<file path="config.mk">
export PLATFORM = sky130hd
export DESIGN_NAME = tx_tstamp_capture
export DESIGN_NICKNAME = d
export VERILOG_FILES = /design/src/rtl/tts_pkg.sv /design/src/rtl/tts_ctrl.sv /design/src/rtl/tts_evcnt.sv /design/src/rtl/tts_latch.sv /design/src/rtl/tts_regs.sv /design/src/rtl/tx_tstamp_capture.sv
export SDC_FILE = /design/constraint.sdc
export NUM_CORES = 1
export LEC_CHECK = 0
export BUFFER_PORTS_ARGS = -buffer_cell sky130_fd_sc_hd__clkbuf_2
export CAP_MARGIN = 20
export CELL_PAD_IN_SITES_DETAIL_PLACEMENT = 1
export CELL_PAD_IN_SITES_GLOBAL_PLACEMENT = 1
export CORE_UTILIZATION = 44
export DETAILED_ROUTE_END_ITERATION = 8
export PLACE_DENSITY = 0.88
export REMOVE_ABC_BUFFERS = 1
export SLEW_MARGIN = 20
export SYNTH_ARGS = -nofsm -noshare
export SYNTH_HDL_FRONTEND = slang
export SYNTH_SLANG_ARGS = --single-unit
</file>
<file path="constraint.sdc">
create_clock -name clk -period 2.8 [get_ports clk]
set_input_delay 0.42 -clock clk [delete_from_list [all_inputs] [get_ports clk]]
set_output_delay 0.42 -clock clk [all_outputs]
set_load 0.02 [all_outputs]
</file>
<file path="src/rtl/tts_pkg.sv">
package tts_pkg;
  typedef enum logic [1:0] {
    TS_IDLE  = 2'd0,
    TS_WAIT  = 2'd1,
    TS_READY = 2'd2
  } ts_state_e;

  // byte offsets of the register map
  localparam int OFS_SEQ  = 0;
  localparam int OFS_NS   = 4;
  localparam int OFS_SECL = 8;
  localparam int OFS_SECH = 12;
  localparam int OFS_REQ  = 16;
  localparam int OFS_SKIP = 20;
  localparam int OFS_TMO  = 24;
  localparam int OFS_ISR  = 28;
  localparam int OFS_IEN  = 32;
  localparam int OFS_TLIM = 36;

  // event counter indices
  localparam int NUM_EVT  = 3;
  localparam int EVT_REQ  = 0;
  localparam int EVT_SKIP = 1;
  localparam int EVT_TMO  = 2;
endpackage

</file>
<file path="src/rtl/tts_ctrl.sv">
module tts_ctrl
  import tts_pkg::*;
#(
  parameter int TMO_W = 32
) (
  input  logic             clk,
  input  logic             rst,
  input  logic             ts_req,
  input  logic             depart,
  input  logic             release_req,
  input  logic [TMO_W-1:0] tmo_limit,
  output ts_state_e        state,
  output logic             accept,
  output logic             skip,
  output logic             expire,
  output logic             capture
);
  logic [TMO_W-1:0] timer;
  logic             busy;

  always_comb begin
    busy    = (state != TS_IDLE);
    accept  = ts_req && !busy;
    skip    = ts_req && busy;
    expire  = busy && (timer >= tmo_limit);
    capture = (state == TS_WAIT) && depart && !expire;
  end

  always_ff @(posedge clk) begin
    if (rst) begin
      state <= TS_IDLE;
      timer <= '0;
    end else begin
      if (expire) begin
        state <= TS_IDLE;
      end else begin
        case (state)
          TS_IDLE:  if (ts_req)      state <= TS_WAIT;
          TS_WAIT:  if (depart)      state <= TS_READY;
          TS_READY: if (release_req) state <= TS_IDLE;
          default:                   state <= TS_IDLE;
        endcase
      end
      // timer counts clock edges since acceptance, starting at one
      if (accept)
        timer <= TMO_W'(1);
      else if (busy && (timer != '1))
        timer <= timer + 1'b1;
    end
  end
endmodule

</file>
<file path="src/rtl/tts_evcnt.sv">
module tts_evcnt #(
  parameter int W = 32
) (
  input  logic         clk,
  input  logic         rst,
  input  logic         inc,
  output logic [W-1:0] count
);
  always_ff @(posedge clk) begin
    if (rst)      count <= '0;
    else if (inc) count <= count + 1'b1;
  end
endmodule

</file>
<file path="src/rtl/tts_latch.sv">
module tts_latch #(
  parameter int NS_W  = 30,
  parameter int SEC_W = 48,
  parameter int SEQ_W = 16
) (
  input  logic             clk,
  input  logic             rst,
  input  logic             capture,
  input  logic [NS_W-1:0]  ns_in,
  input  logic [SEC_W-1:0] sec_in,
  input  logic [SEQ_W-1:0] seq_in,
  output logic [NS_W-1:0]  cap_ns,
  output logic [SEC_W-1:0] cap_sec,
  output logic [SEQ_W-1:0] cap_seq
);
  always_ff @(posedge clk) begin
    if (rst) begin
      cap_ns  <= '0;
      cap_sec <= '0;
      cap_seq <= '0;
    end else if (capture) begin
      cap_ns  <= ns_in;
      cap_sec <= sec_in;
      cap_seq <= seq_in;
    end
  end
endmodule

</file>
<file path="src/rtl/tts_regs.sv">
module tts_regs
  import tts_pkg::*;
#(
  parameter int              ADDR_W   = 6,
  parameter int              NS_W     = 30,
  parameter int              SEC_W    = 48,
  parameter int              SEQ_W    = 16,
  parameter int              CNT_W    = 32,
  parameter int              TMO_W    = 32,
  parameter logic [TMO_W-1:0] TMO_INIT = TMO_W'(125_000_000)
) (
  input  logic                          clk,
  input  logic                          rst,
  input  logic                          wr_en,
  input  logic [ADDR_W-1:0]             wr_addr,
  input  logic [31:0]                   wr_data,
  input  logic                          rd_en,
  input  logic [ADDR_W-1:0]             rd_addr,
  input  logic [NS_W-1:0]               cap_ns,
  input  logic [SEC_W-1:0]              cap_sec,
  input  logic [SEQ_W-1:0]              cap_seq,
  input  logic [NUM_EVT-1:0][CNT_W-1:0] counts,
  input  ts_state_e                     state,
  input  logic                          capture,
  input  logic                          expire,
  output logic                          release_req,
  output logic [TMO_W-1:0]              tmo_limit,
  output logic                          int_en,
  output logic                          int_src,
  output logic [31:0]                   rd_data,
  output logic                          irq
);
  localparam int SECH_W = SEC_W - 32;

  logic        int_en_d, int_src_d;
  logic [31:0] rd_word;

  always_comb begin
    release_req = (rd_en && (rd_addr == ADDR_W'(OFS_SECH))) ||
                  (wr_en && (wr_addr == ADDR_W'(OFS_ISR)) && wr_data[0]);
    int_en_d = int_en;
    if (wr_en && (wr_addr == ADDR_W'(OFS_IEN)))
      int_en_d = wr_data[0];
    int_src_d = int_src;
    if (capture)
      int_src_d = 1'b1;
    else if (expire || release_req)
      int_src_d = 1'b0;
  end

  always_comb begin
    rd_word = '0;
    case (rd_addr)
      ADDR_W'(OFS_SEQ):  rd_word[SEQ_W-1:0]  = cap_seq;
      ADDR_W'(OFS_NS):   rd_word[NS_W-1:0]   = cap_ns;
      ADDR_W'(OFS_SECL): rd_word             = cap_sec[31:0];
      ADDR_W'(OFS_SECH): rd_word[SECH_W-1:0] = cap_sec[SEC_W-1:32];
      ADDR_W'(OFS_REQ):  rd_word[CNT_W-1:0]  = counts[EVT_REQ];
      ADDR_W'(OFS_SKIP): rd_word[CNT_W-1:0]  = counts[EVT_SKIP];
      ADDR_W'(OFS_TMO):  rd_word[CNT_W-1:0]  = counts[EVT_TMO];
      ADDR_W'(OFS_ISR):  rd_word[1:0]        = {state != TS_IDLE, int_src};
      ADDR_W'(OFS_IEN):  rd_word[0]          = int_en;
      ADDR_W'(OFS_TLIM): rd_word[TMO_W-1:0]  = tmo_limit;
      default:           rd_word             = '0;
    endcase
  end

  always_ff @(posedge clk) begin
    if (rst) begin
      int_en    <= 1'b0;
      int_src   <= 1'b0;
      irq       <= 1'b0;
      tmo_limit <= TMO_INIT;
      rd_data   <= '0;
    end else begin
      int_en  <= int_en_d;
      int_src <= int_src_d;
      irq     <= int_src_d && int_en_d;
      if (wr_en && (wr_addr == ADDR_W'(OFS_TLIM)))
        tmo_limit <= wr_data[TMO_W-1:0];
      if (rd_en)
        rd_data <= rd_word;
    end
  end
endmodule

</file>
<file path="src/rtl/tx_tstamp_capture.sv">
module tx_tstamp_capture
  import tts_pkg::*;
#(
  parameter int              ADDR_W   = 6,
  parameter int              NS_W     = 30,
  parameter int              SEC_W    = 48,
  parameter int              SEQ_W    = 16,
  parameter int              CNT_W    = 32,
  parameter int              TMO_W    = 32,
  parameter logic [TMO_W-1:0] TMO_INIT = TMO_W'(125_000_000)
) (
  input  logic              clk,
  input  logic              rst,
  input  logic              ts_req,
  input  logic              depart,
  input  logic [SEQ_W-1:0]  depart_seq,
  input  logic [NS_W-1:0]   now_ns,
  input  logic [SEC_W-1:0]  now_sec,
  input  logic              wr_en,
  input  logic [ADDR_W-1:0] wr_addr,
  input  logic [31:0]       wr_data,
  input  logic              rd_en,
  input  logic [ADDR_W-1:0] rd_addr,
  output logic [31:0]       rd_data,
  output logic              irq
);
  ts_state_e                     st;
  logic                          accept, skip, expire, capture;
  logic                          release_req, int_en, int_src;
  logic [TMO_W-1:0]              tmo_limit;
  logic [NS_W-1:0]               cap_ns;
  logic [SEC_W-1:0]              cap_sec;
  logic [SEQ_W-1:0]              cap_seq;
  logic [NUM_EVT-1:0]            evt;
  logic [NUM_EVT-1:0][CNT_W-1:0] counts;

  tts_ctrl #(.TMO_W(TMO_W)) u_ctrl (
    .clk(clk), .rst(rst), .ts_req(ts_req), .depart(depart),
    .release_req(release_req), .tmo_limit(tmo_limit), .state(st),
    .accept(accept), .skip(skip), .expire(expire), .capture(capture)
  );

  tts_latch #(.NS_W(NS_W), .SEC_W(SEC_W), .SEQ_W(SEQ_W)) u_latch (
    .clk(clk), .rst(rst), .capture(capture), .ns_in(now_ns),
    .sec_in(now_sec), .seq_in(depart_seq), .cap_ns(cap_ns),
    .cap_sec(cap_sec), .cap_seq(cap_seq)
  );

  always_comb begin
    evt           = '0;
    evt[EVT_REQ]  = accept;
    evt[EVT_SKIP] = skip;
    evt[EVT_TMO]  = expire;
  end

  for (genvar g = 0; g < NUM_EVT; g++) begin : g_cnt
    tts_evcnt #(.W(CNT_W)) u_cnt (
      .clk(clk), .rst(rst), .inc(evt[g]), .count(counts[g])
    );
  end

  tts_regs #(
    .ADDR_W(ADDR_W), .NS_W(NS_W), .SEC_W(SEC_W), .SEQ_W(SEQ_W),
    .CNT_W(CNT_W), .TMO_W(TMO_W), .TMO_INIT(TMO_INIT)
  ) u_regs (
    .clk(clk), .rst(rst), .wr_en(wr_en), .wr_addr(wr_addr),
    .wr_data(wr_data), .rd_en(rd_en), .rd_addr(rd_addr),
    .cap_ns(cap_ns), .cap_sec(cap_sec), .cap_seq(cap_seq),
    .counts(counts), .state(st), .capture(capture), .expire(expire),
    .release_req(release_req), .tmo_limit(tmo_limit), .int_en(int_en),
    .int_src(int_src), .rd_data(rd_data), .irq(irq)
  );
endmodule

</file>
-- Yosys cells after proc, flatten, opt, wreduce, memory -nomap -nowiden
Cells that the tools add are included.
- bits in registers: 291
- bits of input ports: 144
- output and inout bits: 33
- logic and storage cells: 74
- add/subtract/negate cells: 4
- $lt $le $gt $ge: 1
- eq/ne operators: 18
- muxes and demuxes: 14
- reduce and logical (&&, ||, !) cells: 23
- operator list (kind ; number):
    adder 32 x 1 -> 32 bit, second input constant ; 4
    case mux 14 bit (8 select lines) ; 1
    case mux 14 bit (6 select lines) ; 1
    >= comparator 32 bit ; 1
    inequality test 32 bit, second input constant ; 1
    equality test 6 x 5 -> 1 bit, second input constant ; 5
    equality test 6 bit, second input constant ; 4
    equality test 6 x 4 -> 1 bit, second input constant ; 2
    logical AND 1 bit ; 12
    case mux 1 bit (10 select lines) ; 1
    case mux 2 bit (5 select lines) ; 1
    case mux 1 bit (9 select lines) ; 1
    equality test 6 x 3 -> 1 bit, second input constant ; 1
    logical NOT 6 bit ; 1
    two-way mux 2 bit ; 3
    inequality test 2 bit, second input constant ; 3
    case mux 2 bit (3 select lines) ; 1
    two-way mux 1 bit ; 5
    nonzero test 2 bit ; 2
    OR reduction 2 bit ; 2
    AND reduction 3 bit ; 1
    equality test 2 x 1 -> 1 bit, second input constant ; 1
    equality test 2 bit, second input constant ; 1
    logical NOT 1 bit ; 2
    2 further kinds ; 3

-- Depth between registers and ports, before layout
- depth after elaboration: 8
- mapped depth: 12
- gate-level depth less buffers: 8

-- Cells and area by module
Synthesis repeated with hierarchy kept, for this count alone.
- cell total of the unflattened synthesis: 1648
- area, all modules: 14675.3 µm²
- modules (own cells, without submodules) (module ; instances ; cells an instance ; area each (µm²) ; sequential area each (µm²)):
    tts_evcnt ; 3 ; 181 ; 1564.0 ; 640.6
    tts_regs ; 1 ; 478 ; 4060.1 ; 1341.3
    tts_latch ; 1 ; 303 ; 3384.5 ; 1881.8
    tts_ctrl ; 1 ; 324 ; 2538.7 ; 680.7

-- Worst setup path before layout
Ideal clock, no wire load.
- path kind: register -> register
- start point: register u_ctrl.timer[0]
- end point: register g_cnt[2].u_cnt.count[0]
- setup time: 0.121 ns
- data arrival time: 2.371 ns
- required time: 2.679 ns
- slack: 0.308 ns
- cell stages (with the launch flop): 10
- path buffers: 1
- period minus slack after synthesis: 2.492 ns
- cell sequence: dfxtp_1 inv_1 ha_1 nand2b_1 a2111oi_2 nor4b_2 nor4b_4 buf_2 o22a_1 mux2_2
- word-level cells in the longest chain between the ends: 2
- RTL lines (item ; RTL line ; source):
    start, declared ; tts_ctrl.sv:18 ; logic [TMO_W-1:0] timer;
    start signal, assigned ; tts_ctrl.sv:48 ; timer <= timer + 1'b1;
    >= comparator 32 bit ; tts_ctrl.sv:25 ; expire = busy && (timer >= tmo_limit);
    logical AND 1 bit ; tts_ctrl.sv:25 ;
    end signal, assigned ; tts_evcnt.sv:11 ; else if (inc) count <= count + 1'b1;
    end, declared ; tts_evcnt.sv:7 ; output logic [W-1:0] count
No other way between the ends.
A chain may end at the register's enable or synchronous reset.

-- Final worst setup path
- start point: register u_regs.tmo_limit[7]
- end point: register u_latch.cap_sec[9]
- word-level cells in the longest chain between the ends: 4
- RTL lines (item ; RTL line ; source):
    start, declared ; tts_regs.sv:27 ; output logic [TMO_W-1:0] tmo_limit,
    start signal, assigned ; tts_regs.sv:80 ; tmo_limit <= wr_data[TMO_W-1:0];
    >= comparator 32 bit ; tts_ctrl.sv:25 ;
    logical AND 1 bit ; tts_ctrl.sv:25 ;
    logical NOT 1 bit ; tts_ctrl.sv:26 ; capture = (state == TS_WAIT) && depart && !expire;
    logical AND 1 bit ; tts_ctrl.sv:26 ;
    end signal, assigned ; tts_latch.sv:23 ; cap_sec <= sec_in;
    end, declared ; tts_latch.sv:13 ; output logic [SEC_W-1:0] cap_sec,
No other way between the ends.

==> results by group <==
Logic synthesis
  • Portion of synthesized cell area occupied by the leading cell type: 38.85%
  • Synth Flop Type: sky130_fd_sc_hd__dfxtp_1
  • Synthesized area: 15,000 um2
  • Async SR Flop Fraction: 0%
  • Avg Cell Area, Syn: 8.332 um2
  • Count of unique library cells instantiated by Yosys: 73
  • Count of flip-flops with a built-in enable after synthesis: 0
  • Largest cells by area after synthesis: sky130_fd_sc_hd__dfxtp_1 (39%), sky130_fd_sc_hd__nand2_1 (8.8%), sky130_fd_sc_hd__mux2i_1 (8.8%), sky130_fd_sc_hd__nor2_1 (4.1%), sky130_fd_sc_hd__ha_1 (3.0%)
  • Total of flip-flops plus latches after synthesis: 291
  • Count of warnings emitted by yosys: 0
  • Biggest area consumer among synthesized cells: sky130_fd_sc_hd__dfxtp_1
  • Cell count after synthesis: 1,800
  • Share of the yosys chip area belonging to registers: 38.85%

Cells and area
  • Fin area: 18,000 um2
  • Net count, final: 2,150
  • Area Overhead vs Synth: 20.00%
  • Leading cell type in the layout, fill and taps excluded: sky130_fd_sc_hd__nand2_1
  • Layout cell share with drive strength beyond 1: 19.99%
  • Layout Cells excl Fill: 2,444
  • Inserted Diodes: 0
  • Most used cells in the layout excluding fill and tap cells: sky130_fd_sc_hd__nand2_1 (353), sky130_fd_sc_hd__dfxtp_1 (289), sky130_fd_sc_hd__clkbuf_2 (175)

Drt
  • Detailed Route Iter0 Violations: 1,275
  • Remaining DRCs: 0
  • Met3 routed WL: 4.165 mm
  • Sum of met2 wire segment lengths after detailed routing: 26.88 mm
  • Via density: 6.089
  • DR top layer: met4
  • Total via count after detailed routing: 14,882
  • Wire length per cell: 22.76 um
  • Number of detailed-route iterations in the first pass: 8
  • Wire length reported by the detailed router: 55.63 mm
  • Antenna Violating Nets Remaining: 0
  • Met1 Wirelength: 21.43 mm

Clock network
  • Clock tree root driver cell: sky130_fd_sc_hd__clkbuf_16
  • Clock latency reported for the late side of the worst-skew pair: 0.53 ns
  • Clock Sink Count: 291
  • Max clock buf depth: 3
  • Total clock buffers created by CTS: 35
  • TritonCTS clock tree: yes
  • Clock-pin slew on the worst setup and hold paths: 0.06 ns
  • # H-tree levels: 2

Global route
  • Via count of the first global-routing pass: 15,393
  • Maximum number of pins on one net before global-route repair: 73
  • Antenna violations before repair: 0
  • First-pass GRT wire length: 84.13 mm
  • Total global routing overflow: 0
  • All-layer global routing usage: 30.10%

Worst setup path
  • Maximum fanout along the worst path: 9
  • Crit Path Class: flop to flop
  • WP data required: 3.26 ns
  • Data arrival, critical path: 3.28 ns
  • Startpoint kind of the worst setup timing path: flop
  • Sort of element at the end of the critical path: flop

Floorplan
  • Num rows: 67
  • I/O pin count: 177
  • Die extent in x: 186.6 um
  • Initial core utilization: 44.72%
  • Die footprint: 34,830 um2
  • Placeable core area: 33,530 um2
  • Die height: 186.6 um

Timing
  • Final critical path time including I/O delays and setup: 2.821 ns
  • Worst-margin pin slew: 0.7747 ns
  • Final Worst Setup Slack: -0.02135 ns
  • Maximum clock frequency: 0.3544 GHz
  • Final hold viol count: 0
  • Number of pins exceeding their max-slew limit in the final report: 0
  • Clock Skew: 0.02056 ns
  • Fraction of the cycle the final worst path needs: 100.8%
  • Final-report setup violation count: 16
  • Headroom to the max-slew limit: 48.35%

Place
  • Placed Cells: 2,372
  • Count of input and output buffers: 176
  • Post-place setup slack: -0.05211 ns
  • Post-detail-place hpwl: 36.99 mm
  • Routability congestion estimate from global placement: 0.8755
  • Placed standard-cell area: 16,480 um2

Outcome
  • Outcome: finished, violations left
  • Failing checks: negative setup slack

Worst hold path
  • Hold Path Class: input pin to flop

Pwr
  • Worst voltage drop across the vdd grid: 0.0003940 V
  • Ratio of total power to cell area: 539.2 nW/um2
  • Leakage power figure: 6.833 nW

Job
  • Total of max-cap violations: 0
==> cell type report <==
type | instances | area [um2]
repair buffers | 253 | 1652
multi-input cells | 1339 | 8630
fillers | 3993 | 15540
well taps | 448 | 560.5
inverters | 50 | 192.7
clock inverters | 14 | 143.9
flip-flops and latches | 291 | 5828
clock buffers | 49 | 989.7
==> synthesized netlist by cell type (5+ instances only) <==
cell	instances
sky130_fd_sc_hd__buf_4	6
sky130_fd_sc_hd__nor4_2	6
sky130_fd_sc_hd__a21oi_1	71
sky130_fd_sc_hd__nor4_1	7
sky130_fd_sc_hd__nand2b_1	5
sky130_fd_sc_hd__dfxtp_1	291
sky130_fd_sc_hd__o22ai_1	24
sky130_fd_sc_hd__nand2_1	353
sky130_fd_sc_hd__xor2_1	46
sky130_fd_sc_hd__a211oi_1	18
sky130_fd_sc_hd__nand3_1	62
sky130_fd_sc_hd__or2_2	10
sky130_fd_sc_hd__nand4_1	41
sky130_fd_sc_hd__or3_1	13
sky130_fd_sc_hd__mux2_2	38
sky130_fd_sc_hd__and3_1	13
sky130_fd_sc_hd__and2_1	8
sky130_fd_sc_hd__xnor2_1	36
sky130_fd_sc_hd__o32ai_1	12
sky130_fd_sc_hd__a22oi_1	21
sky130_fd_sc_hd__clkbuf_1	80
sky130_fd_sc_hd__mux2i_1	132
sky130_fd_sc_hd__inv_1	49
sky130_fd_sc_hd__o211ai_1	17
sky130_fd_sc_hd__and4_1	14
sky130_fd_sc_hd__nor2_1	163
sky130_fd_sc_hd__buf_2	20
sky130_fd_sc_hd__buf_1	6
sky130_fd_sc_hd__buf_6	6
sky130_fd_sc_hd__a22o_1	13
sky130_fd_sc_hd__ha_1	36
sky130_fd_sc_hd__a221oi_1	7
sky130_fd_sc_hd__nor3_1	26
sky130_fd_sc_hd__o21ai_0	40
sky130_fd_sc_hd__a21o_1	5
sky130_fd_sc_hd__nor2b_1	30
sky130_fd_sc_hd__a222oi_1	19
==> routing by layer <==
layer  up-vias  track usage (%)
met1      7329            34.92
met4         0            14.82
li1       6633                -
met2       702            53.00
met5         -                0
met3       218            5.605
==> path summary, 6_finish.rpt <==
path | slack, ns | end | start | cells past startpoint
setup reg to reg | -0.02 | u_latch.cap_sec[9] | u_regs.tmo_limit[7] | 11
setup / recovery | -0.02 | u_latch.cap_sec[9] | u_regs.tmo_limit[7] | 11
hold reg to reg | 0.46 | u_latch.cap_seq[1] | u_latch.cap_seq[1] | 2
hold / removal | 0.11 | u_latch.cap_ns[11] | now_ns[11] | 3
==> what timing repair did <==
item	CTS	global route
cloned	0	3
pin swaps	0	8
hold buffers	0	0
buffers inserted	0	6
setup endpoints to repair	18	91
resized for setup	6	42
==> state kept, by name (all words and copies together), names as in the netlist, 2 cells and up <==
name               count
u_regs.tmo_limit      32
u_latch.cap_seq       16
u_regs.rd_data        32
u_ctrl.timer          32
u_latch.cap_ns        30
u_latch.cap_sec       48
u_ctrl.state           2
g_cnt.u_cnt.count     96
==> power breakdown <==
group          internal (W)  total (W)  switching (W)
Sequential          0.00423    0.00430      0.0000675
Clock               0.00267    0.00460        0.00192
Combinational      0.000314   0.000806       0.000492
Total               0.00722    0.00970        0.00248
==> logic make-up (layout without fill, tap and decap cells) <==
family	Yosys count	in the layout	share of synthesized area (%)
compound gates	274	274	12.51
mux	172	172	11.81
xor+xnor	82	82	4.789
buf+inv	170	366	4.889
flops	291	291	38.85
fa+ha+maj	36	36	3.003
simple gates	775	775	24.15
==> metrics by stage <==
stage / power, W / hold WS, ns / utilization (%) / setup TNS [ns]
final: 0.009703 / 0.1115 / 53.67 / -0.1691
after global routing: 0.009927 / 0.1197 / 53.67 / -1.463
after CTS: 0.009632 / 0.1114 / 52.61 / 0
after detailed placement: 0.005107 / 0.4510 / 49.15 / -0.09919
after global placement: 0.005072 / 0.4428 / 49.15 / 0
after floorplan: 0.004728 / 0.4313 / - / -263.46
==> critical path: stages, from the launching register on <==
cell,delay [ns]
sky130_fd_sc_hd__dfxtp_1,0.37
sky130_fd_sc_hd__inv_1,0.07
sky130_fd_sc_hd__ha_1,0.34
sky130_fd_sc_hd__a21oi_1,0.15
sky130_fd_sc_hd__o21ai_0,0.18
sky130_fd_sc_hd__a22oi_1,0.22
sky130_fd_sc_hd__nor4b_4,0.52
sky130_fd_sc_hd__o211a_4,0.29
sky130_fd_sc_hd__buf_12,0.13
sky130_fd_sc_hd__buf_12,0.12
sky130_fd_sc_hd__clkbuf_16,0.17
sky130_fd_sc_hd__mux2i_1,0.19
Power figures use the tool's default switching activity.
